### src/rtl/wdog_timer.sv
module wdog_timer #(
  parameter int AW      = 8,
  parameter int PW      = 8,
  parameter int SEL_BIT = 1
) (
  input  logic          clk,
  input  logic          rst_n,
  input  logic          wr_en,
  input  logic [AW-1:0] addr,
  input  logic [31:0]   wdata,
  output logic [31:0]   rdata,
  output logic          rst_req
);
  localparam logic [AW-1:0] A_SEL  = AW'(8'h00);
  localparam logic [AW-1:0] A_CTRL = AW'(8'h10);
  localparam logic [AW-1:0] A_LO   = AW'(8'h14);
  localparam logic [AW-1:0] A_HI   = AW'(8'h18);
  localparam logic [PW-1:0] P_MIN  = PW'(2);

  logic [31:0]   sel_q;
  logic          en_q, active_q, expired_q;
  logic [1:0]    mode_q;
  logic [PW-1:0] psc_q, div_q;
  logic [63:0]   load_q, cnt_q;

  wire [PW-1:0] psc_eff = (psc_q < P_MIN) ? P_MIN : psc_q;
  wire          tick    = active_q && (div_q >= psc_eff - PW'(1));
  wire          expire  = tick && (cnt_q[63:1] == '0);
  wire          dog     = sel_q[SEL_BIT];

  always_ff @(posedge clk) begin
    if (!rst_n) begin
      sel_q     <= '0;
      en_q      <= 1'b0;
      active_q  <= 1'b0;
      expired_q <= 1'b0;
      mode_q    <= '0;
      psc_q     <= '0;
      div_q     <= '0;
      load_q    <= '0;
      cnt_q     <= '0;
      rst_req   <= 1'b0;
    end else begin
      rst_req <= 1'b0;
      if (!active_q)  div_q <= '0;
      else if (tick)  div_q <= '0;
      else            div_q <= div_q + PW'(1);

      if (tick) begin
        if (expire) begin
          rst_req   <= dog;
          expired_q <= expired_q | ~dog;
          if (mode_q == 2'd0) begin
            cnt_q    <= '0;
            active_q <= 1'b0;
          end else begin
            cnt_q <= load_q;
          end
        end else begin
          cnt_q <= cnt_q - 64'd1;
        end
      end

      if (wr_en) begin
        case (addr)
          A_SEL:  sel_q <= wdata;
          A_LO:   load_q[31:0]  <= wdata;
          A_HI:   load_q[63:32] <= wdata;
          A_CTRL: begin
            en_q   <= wdata[0];
            mode_q <= wdata[3:2];
            psc_q  <= wdata[8 +: PW];
            if (wdata[4]) expired_q <= 1'b0;
            if (!wdata[0]) begin
              active_q <= 1'b0;
            end else if (!en_q) begin
              active_q <= 1'b1;
              cnt_q    <= load_q;
              div_q    <= '0;
            end
          end
          default: ;
        endcase
      end
    end
  end

  always_comb begin
    rdata = '0;
    case (addr)
      A_SEL:  rdata = sel_q;
      A_CTRL: begin
        rdata[0]      = en_q;
        rdata[1]      = active_q;
        rdata[3:2]    = mode_q;
        rdata[4]      = expired_q;
        rdata[8 +: PW] = psc_q;
      end
      A_LO:   rdata = cnt_q[31:0];
      A_HI:   rdata = cnt_q[63:32];
      default: rdata = '0;
    endcase
  end
endmodule


### config.mk
export PLATFORM = sky130hd
export DESIGN_NAME = wdog_timer
export DESIGN_NICKNAME = d
export VERILOG_FILES = /design/src/rtl/wdog_timer.sv
export SDC_FILE = /design/constraint.sdc
export NUM_CORES = 1
export LEC_CHECK = 0
export BUFFER_PORTS_ARGS = -buffer_cell sky130_fd_sc_hd__buf_4
export CORE_MARGIN = 5
export CORE_UTILIZATION = 60
export CTS_CLUSTER_SIZE = 30
export DETAILED_ROUTE_END_ITERATION = 16
export PLACE_DENSITY = 0.8
export RECOVER_POWER = 25
export SYNTH_ARGS = -nofsm -noshare
export SYNTH_HDL_FRONTEND = slang
export SYNTH_SLANG_ARGS = --single-unit
### constraint.sdc
create_clock -name clk -period 5.6 [get_ports clk]
set_input_delay 0.84 -clock clk [delete_from_list [all_inputs] [get_ports clk]]
set_output_delay 0.84 -clock clk [all_outputs]
set_load 0.03 [all_outputs]
==> flow_summary.yaml <==
worst_setup_path:
  endpoint_kind: "primary output"
  cp_data_required_time_ps: 4760
  worstPathArrival_ps: 4090
  cp-start-kind: "primary input"
  slowest_delay_ps: 1370
  worstPathCellList: "clkbuf_4 > or3_1 > nor4_1 > and3_1 > clkbuf_1 > a222oi_1 > inv_1 > buf_4"
  crit_fanout: 34
  crit_type: "primary input to primary output"
  slowest_stage: "clkbuf_1"
timing:
  fmax_mhz: 203
  final_max_slew_viol_count: 101
  period_minus_slack_ps: 4930
  finalHoldViolCount: 0
  post-route-period-util: 0.881
  setup_viol: 0
  max_slew_margin: -0.280
  grt_setup_unrepaired: "no"
  finClkSkew_ps: 10.2
  tns_ps: 0
  fin_ws_ps: 667
  worstMarginPinSlew_ps: 1920
place:
  pre_cts_ws_ps: 1300
  gp_congestion: 1.06
  portBuffers: 75
  dp_hpwl_mm: 24.3
floorplanning:
  num_rows: 46
  die_w_um: 137
  initial_core_util: 0.612
  die_h_um: 137
  io_pins: 76
  core_mm2: 0.0159
  die-area_mm2: 0.0189
clocking:
  clockBufferDepth: 2
  cts_tree: "done"
  postCtsHoldBufs: 0
  cts_made_buffers: 17
  clock_latency_ps: 440
  clk_pin_slew_ps: 70
  cts_setup_buffers: 0
  clock-sinks: 182
  h-tree-depth: 4
  ctsResizeCount: 0
  cts-root-buf: "clkbuf_16"
layout:
  antenna_cells: 0
  nFillCells: 1430
  multi_input_area_mm2: 0.00561
  drive_gt1_frac: 0.117
  regArea_mm2: 0.00364
  synthToLayoutAreaGrowth_pct: 12.6
  nNetsFinal: 1409
synthesis:
  syn_avg_cell_area_um2: 7.29
  synth.area.top_cells: "dfxtp_1 (37%), nand2_1 (13%), a21oi_1 (7.7%), o21ai_0 (4.1%), a22oi_1 (3.5%)"
  synth_top_cells_by_count: "nand2_1 (330), dfxtp_1 (182), a21oi_1 (149), clkbuf_1 (86), o21ai_0 (80)"
  synth_ff_type: "dfxtp_1"
  yosys_warnings: 0
  synth_nets: 1389
  synthArstFlopShare: 0
  syn_area_mm2: 0.00973
  yosysTopAreaCell: "dfxtp_1"
  syn-instance-count: 1335
  synth_edf_count: 0
  synth.distinct_cells: 65
  synth.most_common_cell: "nand2_1"
  ys_seq_area_frac: 0.375
  synth-seq-cells: 182
  synth_top_area_frac: 0.375
route:
  detail_route.iter0.violations: 1954
  drc_errors: 0
  final_antenna_net_count: 0
  drt_first_pass_iters: 8
  via_count: 10700
  finalWirelength_mm: 36.0
  wl_per_cell_um: 22.7
  viasPerCell: 6.75
job:
  max-cap-violations: 3
global_routing:
  grt_pass1_wl_mm: 55.8
  antenna_found_initial: 0
  gr-total-overflow: 0
  grt_max_degree: 75
  track_usage: 0.382
  first_global_vias: 9874
power:
  power.leakage_nw: 4.33
  ir_drop_v: 0.000210
  power_density_mw_per_mm2: 241
outcome:
  violations: "max-capacitance violations, max-slew violations"
  status: "complete, but fails checks"
worst_hold_path:
  holdCritPathClass: "flop to flop"
==> through the flow <==
step                hold slack (ps)  cells  cell area, um2  total power, mW  utilization
global placement                436   1552           10400             1.42        0.652
CTS                             455   1584           11000             2.63        0.690
floorplan                       423   1335            9730             1.37            -
detailed placement              443   1552           10400             1.42        0.652
finish                          454   1584           10900             2.64        0.689
global route                    470   1584           10900             2.70        0.689
==> cell usage in the layout (no fill, tap or decap), drive strengths merged, types with 3 or more instances in the layout <==
| cell type | count |
|---|---|
| a21o | 10 |
| a21oi | 149 |
| a221oi | 5 |
| a222oi | 7 |
| a22oi | 45 |
| a311oi | 3 |
| a31oi | 17 |
| a32oi | 6 |
| and2 | 10 |
| and3 | 16 |
| and4 | 3 |
| buf | 98 |
| clkbuf | 25 |
| clkinv | 5 |
| dfxtp | 182 |
| ha | 11 |
| inv | 21 |
| mux2i | 5 |
| nand2 | 330 |
| nand2b | 3 |
| nand3 | 23 |
| nand4 | 21 |
| nor2 | 57 |
| nor2b | 4 |
| nor3 | 61 |
| nor3b | 10 |
| nor4 | 43 |
| o211ai | 3 |
| o21a | 5 |
| o21ai | 86 |
| o22ai | 3 |
| o31a | 3 |
| o31ai | 5 |
| o41ai | 3 |
| or2 | 7 |
| or3 | 18 |
| or4 | 15 |
| xnor2 | 11 |
| xor2 | 12 |
==> layout make-up <==
type / instances / area share
inverters: 17 / 0.00594
clock inverters: 12 / 0.0129
multi-input cells: 1034 / 0.513
well taps: 216 / 0.0247
clock buffers: 20 / 0.0417
repair buffers: 103 / 0.0693
flip-flops and latches: 182 / 0.333
==> where the power goes <==
part	switching, mW	internal, mW	leakage [nW]
registers	0.00118	1.29	1.47
clock network	0.552	0.691	0.294
logic	0.0658	0.0324	2.57
total	0.619	2.02	4.33
==> critical path, delay by kind of cell <==
kind	cells	cell delay [ps]
buf+inv	4	1790
simple gates	3	870
compound gates	1	570
==> path summary, 6_finish.rpt <==
path | startpoint | endpoint | cells after the start | slack (ps)
setup / recovery | addr[1] | rdata[26] | 8 | 670
hold / removal | load_q[11] | cnt_q[11] | 2 | 450
hold reg to reg | load_q[11] | cnt_q[11] | 2 | 450
setup reg to reg | psc_q[2] | cnt_q[9] | 15 | 1140
==> registers in the layout, indices dropped and copies added (netlist names) <==
name	flops
active_q	1
cnt_q	64
div_q	8
en_q	1
expired_q	1
load_q	64
mode_q	2
psc_q	8
rst_req	1
sel_q	32
==> cell families after synthesis <==
kind of cell / Yosys count / share of synthesized area
muxes: 5 / 0.00515
buffers and inverters: 119 / 0.0503
adders and majority gates: 11 / 0.0141
and+or+nand+nor: 629 / 0.308
xor gates and xnor gates: 23 / 0.0207
DFF: 182 / 0.375
AOI/OAI and AO/OA: 366 / 0.227
==> layer usage <==
| metal | global-route usage | part of all wire |
|---|---|---|
| met5 | 0 | 0 |
| met4 | 0.147 | 0.040 |
| met3 | 0.103 | 0.14 |
| met2 | 0.569 | 0.43 |
| met1 | 0.528 | 0.39 |
Note: power is estimated with default switching activity, not from simulation.
